### src/rtl/alu_pkg.sv
package alu_pkg;

    // operation codes
    localparam logic [3:0] OP_ADD = 4'd0;
    localparam logic [3:0] OP_SUB = 4'd1;
    localparam logic [3:0] OP_AND = 4'd2;
    localparam logic [3:0] OP_OR  = 4'd3;
    localparam logic [3:0] OP_INC = 4'd4;
    localparam logic [3:0] OP_DEC = 4'd5;
    localparam logic [3:0] OP_NOT = 4'd6;
    localparam logic [3:0] OP_SHL = 4'd7;
    localparam logic [3:0] OP_SHR = 4'd8;

    // status vector indices (internal packing)
    localparam int ST_C = 0;
    localparam int ST_P = 1;
    localparam int ST_A = 2;
    localparam int ST_Z = 3;
    localparam int ST_S = 4;
    localparam int ST_O = 5;
    localparam int ST_N = 6;

    // control vector indices
    localparam int CT_T = 0;
    localparam int CT_I = 1;
    localparam int CT_D = 2;
    localparam int CT_N = 3;

    // flag word positions (fixed layout)
    localparam int FLAG_W = 16;
    localparam int FLG_C  = 0;
    localparam int FLG_P  = 2;
    localparam int FLG_A  = 4;
    localparam int FLG_Z  = 6;
    localparam int FLG_S  = 7;
    localparam int FLG_T  = 8;
    localparam int FLG_I  = 9;
    localparam int FLG_D  = 10;
    localparam int FLG_O  = 11;

    typedef logic [ST_N-1:0] stat_vec_t;
    typedef logic [CT_N-1:0] ctl_vec_t;

endpackage

### src/rtl/alu_adder.sv
module alu_adder #(
    parameter int DATA_W = 16,
    parameter int BYTE_W = 8
) (
    input  logic [DATA_W-1:0] x_i,
    input  logic [DATA_W-1:0] y_i,
    input  logic              inv_i,
    input  logic              byte_i,
    output logic [DATA_W-1:0] sum_o,
    output logic              cf_o,
    output logic              af_o,
    output logic              of_o
);
    localparam int MSB_W = DATA_W - 1;
    localparam int MSB_B = BYTE_W - 1;
    localparam int NIB   = 4;

    logic [DATA_W-1:0] lane_mask;
    logic [DATA_W-1:0] x_m;
    logic [DATA_W-1:0] y_e;
    logic [DATA_W:0]   wide;
    logic              carry;
    logic              c_nib;
    logic              x_top;
    logic              y_top;
    logic              s_top;

    always_comb begin
        lane_mask = byte_i ? {{(DATA_W-BYTE_W){1'b0}}, {BYTE_W{1'b1}}} : {DATA_W{1'b1}};
        x_m       = x_i & lane_mask;
        y_e       = (y_i ^ {DATA_W{inv_i}}) & lane_mask;
        wide      = {1'b0, x_m} + {1'b0, y_e} + {{DATA_W{1'b0}}, inv_i};
        sum_o     = wide[DATA_W-1:0] & lane_mask;
        carry     = byte_i ? wide[BYTE_W] : wide[DATA_W];
        c_nib     = x_m[NIB] ^ y_e[NIB] ^ wide[NIB];
        x_top     = byte_i ? x_m[MSB_B] : x_m[MSB_W];
        y_top     = byte_i ? y_e[MSB_B] : y_e[MSB_W];
        s_top     = byte_i ? sum_o[MSB_B] : sum_o[MSB_W];
        // subtract forms A + ~B + 1; borrow is the inverted carry
        cf_o      = carry ^ inv_i;
        af_o      = c_nib ^ inv_i;
        of_o      = (x_top == y_top) && (s_top != x_top);
    end
endmodule

### src/rtl/alu_logic_shift.sv
module alu_logic_shift #(
    parameter int DATA_W = 16,
    parameter int BYTE_W = 8
) (
    input  logic [3:0]        op_i,
    input  logic              byte_i,
    input  logic [DATA_W-1:0] a_i,
    input  logic [DATA_W-1:0] b_i,
    output logic [DATA_W-1:0] res_o,
    output logic              cf_o,
    output logic              of_o
);
    import alu_pkg::*;

    localparam int MSB_W = DATA_W - 1;
    localparam int MSB_B = BYTE_W - 1;

    logic [DATA_W-1:0] lane_mask;
    logic [DATA_W-1:0] a_m;
    logic [DATA_W-1:0] b_m;
    logic              a_top;
    logic              r_top;

    always_comb begin
        lane_mask = byte_i ? {{(DATA_W-BYTE_W){1'b0}}, {BYTE_W{1'b1}}} : {DATA_W{1'b1}};
        a_m       = a_i & lane_mask;
        b_m       = b_i & lane_mask;
        a_top     = byte_i ? a_m[MSB_B] : a_m[MSB_W];
        res_o     = a_m;
        cf_o      = 1'b0;
        of_o      = 1'b0;
        unique case (op_i)
            OP_AND: res_o = a_m & b_m;
            OP_OR:  res_o = a_m | b_m;
            OP_NOT: res_o = ~a_m & lane_mask;
            OP_SHL: begin
                res_o = (a_m << 1) & lane_mask;
                cf_o  = a_top;
            end
            OP_SHR: begin
                res_o = a_m >> 1;
                cf_o  = a_m[0];
                of_o  = a_top;
            end
            default: res_o = a_m;
        endcase
        r_top = byte_i ? res_o[MSB_B] : res_o[MSB_W];
        if (op_i == OP_SHL) begin
            of_o = cf_o ^ r_top;
        end
    end
endmodule

### src/rtl/alu_flag_reg.sv
module alu_flag_reg
    import alu_pkg::*;
(
    input  logic       clk,
    input  logic       rst_n,
    input  logic       stat_we_i,
    input  stat_vec_t  upd_i,
    input  stat_vec_t  stat_d_i,
    input  logic       ctl_we_i,
    input  ctl_vec_t   ctl_d_i,
    output logic [FLAG_W-1:0] flags_o
);
    stat_vec_t stat_q;
    ctl_vec_t  ctl_q;

    // state register: status bits, one generated slice per bit
    for (genvar g = 0; g < ST_N; g++) begin : g_stat
        always_ff @(posedge clk or negedge rst_n) begin
            if (!rst_n) begin
                stat_q[g] <= 1'b0;
            end else if (stat_we_i && upd_i[g]) begin
                stat_q[g] <= stat_d_i[g];
            end
        end
    end

    // state register: control bits
    always_ff @(posedge clk or negedge rst_n) begin
        if (!rst_n) begin
            ctl_q <= '0;
        end else if (ctl_we_i) begin
            ctl_q <= ctl_d_i;
        end
    end

    // outputs: pack into fixed word, unused positions zero
    always_comb begin
        flags_o        = '0;
        flags_o[FLG_C] = stat_q[ST_C];
        flags_o[FLG_P] = stat_q[ST_P];
        flags_o[FLG_A] = stat_q[ST_A];
        flags_o[FLG_Z] = stat_q[ST_Z];
        flags_o[FLG_S] = stat_q[ST_S];
        flags_o[FLG_O] = stat_q[ST_O];
        flags_o[FLG_T] = ctl_q[CT_T];
        flags_o[FLG_I] = ctl_q[CT_I];
        flags_o[FLG_D] = ctl_q[CT_D];
    end
endmodule

### src/rtl/alu_flags_core.sv
module alu_flags_core #(
    parameter int DATA_W = 16,
    parameter int BYTE_W = 8
) (
    input  logic              clk,
    input  logic              rst_n,
    input  logic [3:0]        op_i,
    input  logic              byte_i,
    input  logic [DATA_W-1:0] a_i,
    input  logic [DATA_W-1:0] b_i,
    input  logic              stat_we_i,
    input  logic              ctl_we_i,
    input  logic              trap_i,
    input  logic              intr_i,
    input  logic              dir_i,
    output logic [DATA_W-1:0] result_o,
    output logic [15:0]       flags_o
);
    import alu_pkg::*;

    localparam int MSB_W = DATA_W - 1;
    localparam int MSB_B = BYTE_W - 1;
    localparam logic [DATA_W-1:0] ONE = {{(DATA_W-1){1'b0}}, 1'b1};

    logic [DATA_W-1:0] add_y;
    logic              add_inv;
    logic [DATA_W-1:0] add_sum;
    logic              add_cf;
    logic              add_af;
    logic              add_of;
    logic [DATA_W-1:0] ls_res;
    logic              ls_cf;
    logic              ls_of;
    stat_vec_t         stat_d;
    stat_vec_t         upd;
    ctl_vec_t          ctl_d;
    logic              res_top;

    always_comb begin
        add_inv = (op_i == OP_SUB) || (op_i == OP_DEC);
        add_y   = ((op_i == OP_INC) || (op_i == OP_DEC)) ? ONE : b_i;
    end

    alu_adder #(.DATA_W(DATA_W), .BYTE_W(BYTE_W)) u_add (
        .x_i    (a_i),
        .y_i    (add_y),
        .inv_i  (add_inv),
        .byte_i (byte_i),
        .sum_o  (add_sum),
        .cf_o   (add_cf),
        .af_o   (add_af),
        .of_o   (add_of)
    );

    alu_logic_shift #(.DATA_W(DATA_W), .BYTE_W(BYTE_W)) u_ls (
        .op_i   (op_i),
        .byte_i (byte_i),
        .a_i    (a_i),
        .b_i    (b_i),
        .res_o  (ls_res),
        .cf_o   (ls_cf),
        .of_o   (ls_of)
    );

    always_comb begin
        stat_d = '0;
        upd    = '0;
        unique case (op_i)
            OP_ADD, OP_SUB: begin
                result_o     = add_sum;
                stat_d[ST_C] = add_cf;
                stat_d[ST_A] = add_af;
                stat_d[ST_O] = add_of;
                upd          = '1;
            end
            OP_INC, OP_DEC: begin
                result_o     = add_sum;
                stat_d[ST_A] = add_af;
                stat_d[ST_O] = add_of;
                upd          = '1;
                upd[ST_C]    = 1'b0;
            end
            OP_AND, OP_OR: begin
                result_o = ls_res;
                upd      = '1;
            end
            OP_SHL, OP_SHR: begin
                result_o     = ls_res;
                stat_d[ST_C] = ls_cf;
                stat_d[ST_O] = ls_of;
                upd          = '1;
            end
            default: begin
                result_o = ls_res;
            end
        endcase
        res_top      = byte_i ? result_o[MSB_B] : result_o[MSB_W];
        stat_d[ST_Z] = (result_o == '0);
        stat_d[ST_S] = res_top;
        stat_d[ST_P] = ~^result_o[BYTE_W-1:0];
        ctl_d[CT_T]  = trap_i;
        ctl_d[CT_I]  = intr_i;
        ctl_d[CT_D]  = dir_i;
    end

    alu_flag_reg u_flags (
        .clk       (clk),
        .rst_n     (rst_n),
        .stat_we_i (stat_we_i),
        .upd_i     (upd),
        .stat_d_i  (stat_d),
        .ctl_we_i  (ctl_we_i),
        .ctl_d_i   (ctl_d),
        .flags_o   (flags_o)
    );
endmodule

### config.mk
export PLATFORM = sky130hd
export DESIGN_NAME = alu_flags_core
export DESIGN_NICKNAME = d
export VERILOG_FILES = /design/src/rtl/alu_pkg.sv /design/src/rtl/alu_adder.sv /design/src/rtl/alu_logic_shift.sv /design/src/rtl/alu_flag_reg.sv /design/src/rtl/alu_flags_core.sv
export SDC_FILE = /design/constraint.sdc
export NUM_CORES = 1
export LEC_CHECK = 0
export ABC_AREA = 1
export BUFFER_PORTS_ARGS = -buffer_cell sky130_fd_sc_hd__buf_2
export CORE_ASPECT_RATIO = 0.7
export CORE_MARGIN = 10
export CORE_UTILIZATION = 50
export DETAILED_ROUTE_END_ITERATION = 16
export GPL_ROUTABILITY_DRIVEN = 0
export PLACE_DENSITY = 0.8
export SLEW_MARGIN = 20
export SYNTH_ARGS = -nofsm -noshare
export SYNTH_HDL_FRONTEND = slang
export SYNTH_HIERARCHICAL = 1
export SYNTH_SLANG_ARGS = --single-unit
### constraint.sdc
create_clock -name clk -period 4.6 [get_ports clk]
set_input_delay 0.46 -clock clk [delete_from_list [all_inputs] [get_ports clk]]
set_output_delay 0.46 -clock clk [all_outputs]
set_load 0.005 [all_outputs]
==> results of run 1 <==
==> power breakdown <==
group	internal (µW)	total, µW	switching, µW
sequential	90.8	96.5	5.73
combinational	173	450	276
clock	60.6	93.9	33.4
total	325	640	315
==> metal layers <==
| layer | track usage (%) | vias up |
|---|---|---|
| met5 | 0 | - |
| li1 | - | 1887 |
| met2 | 31.1 | 246 |
| met4 | 4.04 | 0 |
| met1 | 27.5 | 1635 |
| met3 | 4.42 | 18 |
==> worst paths after layout <==
path / end / slack [ps] / cells after the start / from
worst min register to register: u_flags/flags_o[11] / 460 / 2 / u_flags/flags_o[11]
max in group asynchronous: u_flags/ctl_q[0] / 4350 / 1 / rst_n
worst max-delay path: result_o[9] / 740 / 23 / op_i[1]
worst min-delay path: u_flags/flags_o[4] / 70 / 1 / rst_n
min in group clk: u_flags/ctl_q[0] / 430 / 3 / trap_i
worst max register to register: u_flags/ctl_q[1] / 3970 / 2 / u_flags/ctl_q[1]
==> sequential cells by signal, indices dropped and copies added, names as in the netlist <==
register	flops
u_flags/flags_o	6
u_flags/ctl_q	3
==> logic make-up (layout without fill, tap and decap cells) <==
kind of cell    count (synthesis)  count (layout)  synth area share (%)
simple gates                  275             275                  40.0
buf+inv                       124             177                  17.1
compound gates                102             102                  20.0
xor+xnor                       26              26                  7.48
fa+ha+maj                      20              20                  8.19
flops                           9               9                  7.16
other cells                     1               7                 0.119
==> final cells by class <==
type	count	area (µm²)	share of cell area [%]
flip-flops and latches	9	225	6.40
multi-input cells	430	2410	68.5
inverters	104	393	11.2
repair buffers	69	348	9.88
clock buffers	4	45.0	1.28
well taps	78	97.6	2.77
==> layout by cell type, fill, tap and decap left out, drive strengths merged, types with 2 or more instances in the layout <==
| cell type | Yosys | final |
|---|---|---|
| a211oi | 3 | 3 |
| a21oi | 30 | 30 |
| a221oi | 2 | 2 |
| a31oi | 2 | 2 |
| buf | 20 | 69 |
| clkbuf | 0 | 4 |
| clkinv | 2 | 2 |
| conb | 1 | 7 |
| dfrtp | 9 | 9 |
| ha | 19 | 19 |
| inv | 102 | 102 |
| nand2 | 161 | 161 |
| nand3 | 47 | 47 |
| nand4 | 4 | 4 |
| nor2 | 49 | 49 |
| nor3 | 5 | 5 |
| o21ai | 40 | 40 |
| o21bai | 3 | 3 |
| o22ai | 14 | 14 |
| or2 | 8 | 8 |
| xnor2 | 15 | 15 |
| xor2 | 11 | 11 |
==> per-stage QoR <==
step,util (%),instance area (µm²),power [µW],cells,setup slack [ps]
6_report,57.2,3520,640,694,744
3_5_place_dp,56.5,3480,537,690,782
2_1_floorplan,-,3170,412,563,1280
3_3_place_gp,56.5,3480,528,690,904
4_1_cts,57.2,3520,634,694,784
5_1_grt,57.2,3520,700,694,347
==> impl_metrics.tcl, run 1 <==
set metrics [dict create \
    status "complete, no violations" \
    grt_pass1_vias 3563 \
    cp_max_fo 23 \
    cp-start-kind "input port" \
    critical-path-max-stage-delay_ps 430 \
    path_cells "buf_2 -> inv_1 -> nand3_2 -> nand2_1 -> inv_1 -> xnor2_1 -> inv_1 -> ha_1 -> nand2_1 -> inv_1 -> nand3_4 -> nand2_4 -> a21oi_2 -> inv_2 -> nand2_1 -> nand2_1 -> o21ai_0 -> a21oi_1 -> inv_1 -> nand2_1 -> o21ai_1 -> inv_1 -> buf_2" \
    drc 0 \
    antenna_found_initial 0 \
    cts_tree "yes" \
    yosysTopAreaCellShare_pct 17.8 \
    clkSinkCount 9 \
    drtIter0Drc 428 \
    dr_wl_met2_um 4330 \
    synth_area_per_cell_um2 5.65 \
    endpoint_kind "output port" \
    hold_viol 0 \
    insertedDiodeCount 0 \
    setup_viol 0 \
    dp_hpwl_um 8320 \
    async_flop_share_pct 100 \
    maxCapViolCount 0 \
    io_pins 76 \
    ys_ff_latch 9 \
    fp.coreArea_um2 6160 \
    finalMaxSlewViolations 0 \
    synth_area_um2 3150 \
    start_util_pct 51.1 \
    clk_latency_ps 230 \
    synthTopCellsByArea "nand2_1, inv_1, ha_1" \
    clock_skew_ps 0 \
    synth-seq-area-share_pct 7.16 \
    yosysTopAreaCell "nand2_1" \
    crit_family "simple AND/OR/NAND/NOR gates" \
    min_path_type "input port to asynchronous set/reset pin" \
    crit_slowest_cell "nand3_2" \
    postCtsSetupBuffers 0 \
    vias 3786 \
    synth_edf_count 0 \
    required_ps 4140 \
    area_delta_synth_final_pct 11.9 \
    grt_pass1_wl_um 16900 \
    period_needed_ps 3860 \
    ant_nets 0 \
    synth_common_cells "nand2_1, inv_1, nand3_1, nor2_1, a21oi_1" \
    tightestPinTransition_ps 665 \
    ctsResizeCount 0 \
    cp.arrival_ps 3400 \
    port_buffers 68 \
    dieWidth_um 115 \
    fin_crit_sh_pct 83.8 \
    fmax_mhz 259 \
    irDropWorstVdd_v 0.0000828 \
    fillers 615 \
    wl_per_cell_um 15.0 \
    met1_length_um 4620 \
    grt_usage_pct 20.0 \
    holdBufCountCts 0 \
    yosysUniqueCellTypes 48 \
    yosysWarningCount 6 \
    rsz0062_at_grt "false" \
    die_h_um 86.4 \
    timing.slew.headroom_pct 55.6 \
    cts_buffers 3 \
    critical_path_class "input port to output port" \
    via_per_inst 5.46 \
    tns_ps 0 \
    yosysMostFrequentCell "nand2_1" \
    routed_wirelength_um 10400 \
    power_density_nw_per_um2 182 \
    whs_ps 67.4 \
    clockBufferDepth 2 \
    cp_common_cell "inv_1" \
    grt_start_max_net_pins 34 \
    grt-ovfl-total 0 \
    top_layer_used "met4" \
    syn_inst 557 \
    p_leak_uw 0.00207 \
    synth_ff_type "dfrtp_1" \
    num_rows 24 \
    root_buffer "clkbuf_8" \
    nets 681 \
    crit_buf_inv 9 \
    clk_transition_reported_paths_ps 50 \
    dieArea_um2 9920 \
    drive_gt1_share_pct 21.1 \
    h-tree-depth 1 \
    wl_met3_um 1260 \
    drtPass1Iterations 5 \
]
Power figures use the tool's default switching activity.
==> run 2: changes to the inputs <==
--- a/config.mk
+++ b/config.mk
@@ -5,14 +5,14 @@
 export SDC_FILE = /design/constraint.sdc
 export NUM_CORES = 1
 export LEC_CHECK = 0
-export ABC_AREA = 1
+export ABC_AREA = 0
 export BUFFER_PORTS_ARGS = -buffer_cell sky130_fd_sc_hd__buf_2
 export CORE_ASPECT_RATIO = 0.7
 export CORE_MARGIN = 10
 export CORE_UTILIZATION = 50
 export DETAILED_ROUTE_END_ITERATION = 16
 export GPL_ROUTABILITY_DRIVEN = 0
-export PLACE_DENSITY = 0.8
+export PLACE_DENSITY = 0.83
 export SLEW_MARGIN = 20
 export SYNTH_ARGS = -nofsm -noshare
 export SYNTH_HDL_FRONTEND = slang
==> constraint.sdc (replaced) <==
create_clock -name clk -period 3.5 [get_ports clk]
set_input_delay 0.35 -clock clk [delete_from_list [all_inputs] [get_ports clk]]
set_output_delay 0.35 -clock clk [all_outputs]
set_load 0.005 [all_outputs]
==> run 2 against run 1 <==
The flow now finishes with violations (negative setup slack). Non-clock buffer count increased by 74. Register-to-register slack lost 1200 ps. Sequential power rose by 34%. Utilization rose by 12 points. Clock power grew 29%. Sequential cell count stayed put. Critical path depth down 6. Sequential share of layout area decreased by 1.2 points. Routed wire length increased by 24%. Count of clock-buffer cells in the layout unchanged. Synthesized cell count shrank 17%. Largest power group unchanged. Highest routed layer unchanged.
==> impl_metrics.tcl, run 2 <==
set metrics [dict create \
    status "finished with violations" \
    violations "negative setup slack" \
    grt_start_max_net_pins 43 \
    regArea_um2 225 \
    path_cells "buf_12 -> nor3b_4 -> buf_4 -> buf_4 -> xor2_1 -> ha_2 -> a21o_1 -> a21oi_1 -> o21ai_1 -> buf_4 -> a32oi_4 -> a21oi_2 -> xnor2_1 -> nor2_1 -> buf_4 -> mux2_2 -> buf_2" \
    clkSinkCount 9 \
    largest_register_ffs 6 \
    insertedDiodeCount 0 \
    cp-startpoint "op_i[3]" \
    timing.slew.headroom_pct 65.7 \
    drtPass1Iterations 6 \
    synth_top_family_by_area "compound AO/OA/AOI/OAI gates" \
    syn_inst 462 \
    dieWidth_um 116 \
    cp_common_cell "buf_4" \
    antenna_found_initial 0 \
    num_rows 24 \
    yosysTopAreaCellShare_pct 8.81 \
    p_leak_uw 0.00207 \
    synth-simple-area-share_pct 26.5 \
    h-tree-depth 1 \
    cp.arrival_ps 3290 \
    grt-ovfl-total 0 \
    synth_area_um2 3240 \
    cts_tree "yes" \
    yosysWarningCount 6 \
    power_density_nw_per_um2 255 \
    synth_common_cells "a21oi_1, nor2_1, nand2_1" \
    via_per_inst 6.33 \
    clk_latency_ps 230 \
    maxCapViolCount 0 \
    required_ps 3150 \
    multiInputGateArea_um2 2950 \
    port_buffers 68 \
    clk_transition_reported_paths_ps 40 \
    yosysTopAreaCell "a21oi_1" \
    grt_pass1_wl_um 18300 \
    synthTopCellsByArea "a21oi_1, ha_1, dfrtp_1" \
    vias 4137 \
    grt_pass1_vias 3758 \
    rsz0062_at_grt "true" \
    yosysMostFrequentCell "a21oi_1" \
    yosys-mux-area-fraction_pct 13.3 \
    critical-path-max-stage-delay_ps 320 \
    yosysUniqueCellTypes 70 \
    nets 641 \
    layout_commonest_cell "buf_4" \
    start_util_pct 51.8 \
    drtIter0Drc 543 \
    min_path_type "input port to register" \
    clockBufferDepth 2 \
    routed_wirelength_um 12900 \
    tns_ps -694 \
    synth_area_per_cell_um2 7.01 \
    irDropWorstVdd_v 0.000154 \
    crit_slowest_cell "ha_2" \
    fin_crit_sh_pct 104 \
    clock_skew_ps 0 \
    finalMaxSlewViolations 0 \
    drive_gt1_share_pct 36.1 \
    synthAdderAreaFrac_pct 7.96 \
    async_flop_share_pct 100 \
    drc 0 \
    ant_nets 0 \
    min_from "intr_i" \
    cp_max_fo 4 \
    grt_usage_pct 21.8 \
    io_pins 76 \
    fp.coreArea_um2 6250 \
    synth_compound_area_share_pct 27.0 \
    layout_common_cells "buf_4, buf_2, a21oi_1, nor2_1, nand2_1" \
    endpoint_kind "output port" \
    dieArea_um2 10100 \
    crit_buf_inv 6 \
    critical_path_class "input port to output port" \
    area_delta_synth_final_pct 34.0 \
    ys_ff_latch 9 \
    synth-seq-area-share_pct 6.96 \
    tightestPinTransition_ps 514 \
    rr_startpoint "u_flags/flags_o[2]" \
    dp_hpwl_um 9080 \
    crit_family "buffers and inverters" \
    hold_viol 0 \
    wl_per_cell_um 19.7 \
    root_buffer "clkbuf_8" \
    setup_viol 8 \
    cp-start-kind "input port" \
    whs_ps 353 \
    period_needed_ps 3640 \
    synth_ff_type "dfrtp_1" \
    synthXorXnorAreaFrac_pct 9.47 \
    fillers 507 \
    setup_ws_ps -144 \
    synth_edf_count 0 \
    cts_buffers 3 \
    die_h_um 87.3 \
    fmax_mhz 274 \
]
-- run 2: cell types whose count changed after synthesis, moves of 11 or more --
| cell | delta |
|---|---|
| a21oi_1 | +29 |
| and2_1 | +17 |
| clkbuf_1 | +16 |
| inv_1 | -70 |
| inv_2 | -11 |
| mux2_2 | +12 |
| mux2i_1 | +18 |
| nand2_1 | -121 |
| nand3_1 | -37 |
| nor2_1 | +12 |
| nor2b_1 | +18 |
-- run 2: metrics by stage --
step / instance area (µm²) / cells / setup WS [ps] / total power [µW] / util [%]
4_1_cts: 4100 / 645 / 0.124 / 1010 / 65.6
3_3_place_gp: 3940 / 633 / -159 / 838 / 63.1
6_report: 4340 / 654 / -144 / 1110 / 69.5
2_1_floorplan: 3300 / 468 / -127 / 590 / -
5_1_grt: 4340 / 654 / -171 / 1160 / 69.5
3_5_place_dp: 3940 / 633 / -258 / 863 / 63.1
-- run 2: path summary, 6_finish.rpt --
check,slack [ps],depth (start not counted),end
worst max register to register,2740,1,u_flags/flags_o[2]
worst min register to register,500,1,u_flags/ctl_q[2]
worst max-delay path,-140,17,result_o[12]
max in group asynchronous,2810,2,u_flags/flags_o[2]
worst min-delay path,350,2,u_flags/ctl_q[1]
min in group asynchronous,500,2,u_flags/flags_o[7]
-- run 2: area by class of cell --
type / count / share of cell area [%]
multi-input combinational: 400 / 68.1
timing repair buffer: 143 / 21.7
sequential: 9 / 5.19
tap: 78 / 2.25
inverter: 20 / 1.73
clock buffer: 4 / 1.04
-- run 2: what timing repair did --
item | CTS | global route
endpoints found under the hold margin | 9 | 0
pin swaps | 6 | 22
resized for setup | 10 | 43
buffers inserted | 7 | 8
endpoints found under the setup margin | 6 | 12
hold buffers | 1 | 0
gates cloned | 0 | 1
-- run 2: where the power goes --
part           internal, µW  switching [µW]  total (µW)
logic                   412             445         857
registers               121            8.32         129
clock network          79.5            41.9         121
-- run 2: cell families (layout without fill, tap and decap cells) --
logic type               count (synthesis)  after routing
buffers and inverters                   59            167
multiplexers                            38             38
AO/OA/AOI/OAI                          137            137
other                                    1              7
flip-flops                               9              9
AND/OR/NAND/NOR                        163            163
adder cells (fa/ha/maj)                 20             20
XOR/XNOR                                35             35
-- run 2: layer usage --
layer / routed length (µm) / GRT usage (%) / share of wire (%)
met4: 311 / 6.34 / 2.4
met1: 5190 / 28.1 / 40
met3: 1550 / 4.20 / 12
met5: 0 / 0 / 0
met2: 5860 / 36.0 / 45
==> run 3: changes to the inputs <==
--- a/config.mk
+++ b/config.mk
@@ -12,6 +12,7 @@
 export CORE_UTILIZATION = 50
 export DETAILED_ROUTE_END_ITERATION = 16
 export GPL_ROUTABILITY_DRIVEN = 0
+export MAX_ROUTING_LAYER = met4
 export PLACE_DENSITY = 0.83
 export SLEW_MARGIN = 20
 export SYNTH_ARGS = -nofsm -noshare
==> run 3 against run 2 <==
The run still ends with negative setup slack left. Largest power group unchanged. Non-clock buffer count stayed put. Total power is 0.57% lower. Register-to-register slack hardly changed. Sequential cell count stayed put. Routed wire length is 1.0% lower.
==> impl_metrics.tcl, run 3 (same netlist as run 2, synthesis figures left out) <==
set metrics [dict create \
    cp-start-kind "input port" \
    clk_transition_reported_paths_ps 40 \
    period_needed_ps 3630 \
    dp_hpwl_um 9080 \
    grt_usage_pct 22.4 \
    vias 4093 \
    grt_start_max_net_pins 43 \
    drive_gt1_share_pct 36.1 \
    tightestPinTransition_ps 503 \
    stdcell_area_um2 4340 \
    ant_nets 0 \
    antenna_found_initial 0 \
    num_rows 24 \
    clk_latency_ps 230 \
    rr_worst_depth 1 \
    required_ps 3150 \
    status "finished with violations" \
    endpoint_kind "output port" \
    root_buffer "clkbuf_8" \
    clkSinkCount 9 \
    r2r_slack_ps 2750 \
    power_uw 1100 \
    rsz0062_at_grt "true" \
    cts_buffers 3 \
    cp_max_fo 4 \
    nets 641 \
    min_path_cells 2 \
    dieArea_um2 10100 \
    io_pins 76 \
    crit_buf_inv 6 \
    fin_crit_sh_pct 104 \
    layout_commonest_cell "buf_4" \
    crit_family "buffers and inverters" \
    critical_path_class "input port to output port" \
    cp.arrival_ps 3280 \
    layout_common_cells "buf_4, buf_2, a21oi_1, nor2_1, nand2_1" \
    hold_viol 0 \
    wl_per_cell_um 19.5 \
    pre_cts_ws_ps -258 \
    drtPass1Iterations 8 \
    violations "negative setup slack" \
    p_leak_uw 0.00207 \
    dpl_cell_area_um2 3940 \
    tns_ps -617 \
    whs_ps 353 \
    setup_viol 8 \
    routed_wirelength_um 12800 \
    via_per_inst 6.26 \
    path_cells "buf_12 -> nor3b_4 -> buf_4 -> buf_4 -> xor2_1 -> ha_2 -> a21o_1 -> a21oi_1 -> o21ai_1 -> buf_4 -> a32oi_4 -> a21oi_2 -> xnor2_1 -> nor2_1 -> buf_4 -> mux2_2 -> buf_2" \
    timing.slew.headroom_pct 66.4 \
    maxCapViolCount 0 \
    drtIter0Drc 534 \
    cts_tree "yes" \
    h-tree-depth 1 \
    min_path_type "input port to register" \
    cp_common_cell "buf_4" \
    crit_slowest_cell "ha_2" \
    insertedDiodeCount 0 \
    critical-path-max-stage-delay_ps 310 \
    cp.depth 17 \
    clockBufferDepth 2 \
    largest_register_ffs 6 \
    area_delta_synth_final_pct 34.0 \
    start_util_pct 51.8 \
    power_density_nw_per_um2 254 \
    irDropWorstVdd_v 0.000154 \
    fp.coreArea_um2 6250 \
    fillers 507 \
    clock_skew_ps 0 \
    dieWidth_um 116 \
    grt-ovfl-total 0 \
    die_h_um 87.3 \
    grt_pass1_vias 3758 \
    port_buffers 68 \
    fmax_mhz 276 \
    setup_ws_ps -127 \
    finalMaxSlewViolations 0 \
    grt_pass1_wl_um 18300 \
    drc 0 \
]
run 3: cell counts in the layout (fill, tap and decap cells not counted):
No cell type changed its count.
run 3: power by group:
| part | internal [µW] | switching (µW) |
|---|---|---|
| sequential | 121 | 7.89 |
| combinational | 412 | 439 |
| clock | 79.5 | 42.1 |
run 3: metrics by stage:
| stage | std cells | utilization, % |
|---|---|---|
| 2_1_floorplan | 468 | - |
| 3_3_place_gp | 633 | 63.1 |
| 3_5_place_dp | 633 | 63.1 |
| 4_1_cts | 645 | 65.6 |
| 5_1_grt | 654 | 69.5 |
| 6_report | 654 | 69.5 |
run 3: metal layers:
metal	routed length [µm]	vias up	global-route usage, %
li1	-	1864	-
met1	5230	1927	28.3
met2	5890	272	36.2
met3	1390	30	3.65
met4	270	0	6.34
met5	0	-	-
run 3: layout make-up:
class | instances | area, µm² | share of cell area (%)
inverters | 20 | 75.1 | 1.73
repair buffers | 143 | 941 | 21.7
clock buffers | 4 | 45.0 | 1.04
multi-input cells | 400 | 2950 | 68.1
well taps | 78 | 97.6 | 2.25
flip-flops and latches | 9 | 225 | 5.19
run 3: final timing paths:
kind / end / from
setup / recovery: result_o[12] / op_i[3]
hold / removal: u_flags/ctl_q[1] / intr_i
setup reg to reg: u_flags/flags_o[2] / u_flags/flags_o[2]
hold reg to reg: u_flags/ctl_q[2] / u_flags/ctl_q[2]
max in group asynchronous: u_flags/ctl_q[1] / rst_n
min in group asynchronous: u_flags/flags_o[6] / rst_n
run 3: repair_timing:
item,4_1_cts,5_1_grt
cloned,0,1
setup endpoints to repair,6,12
hold buffers,1,0
gates resized for setup,10,43
endpoints found under the hold margin,9,0
pin swaps,6,22
setup buffers,7,8
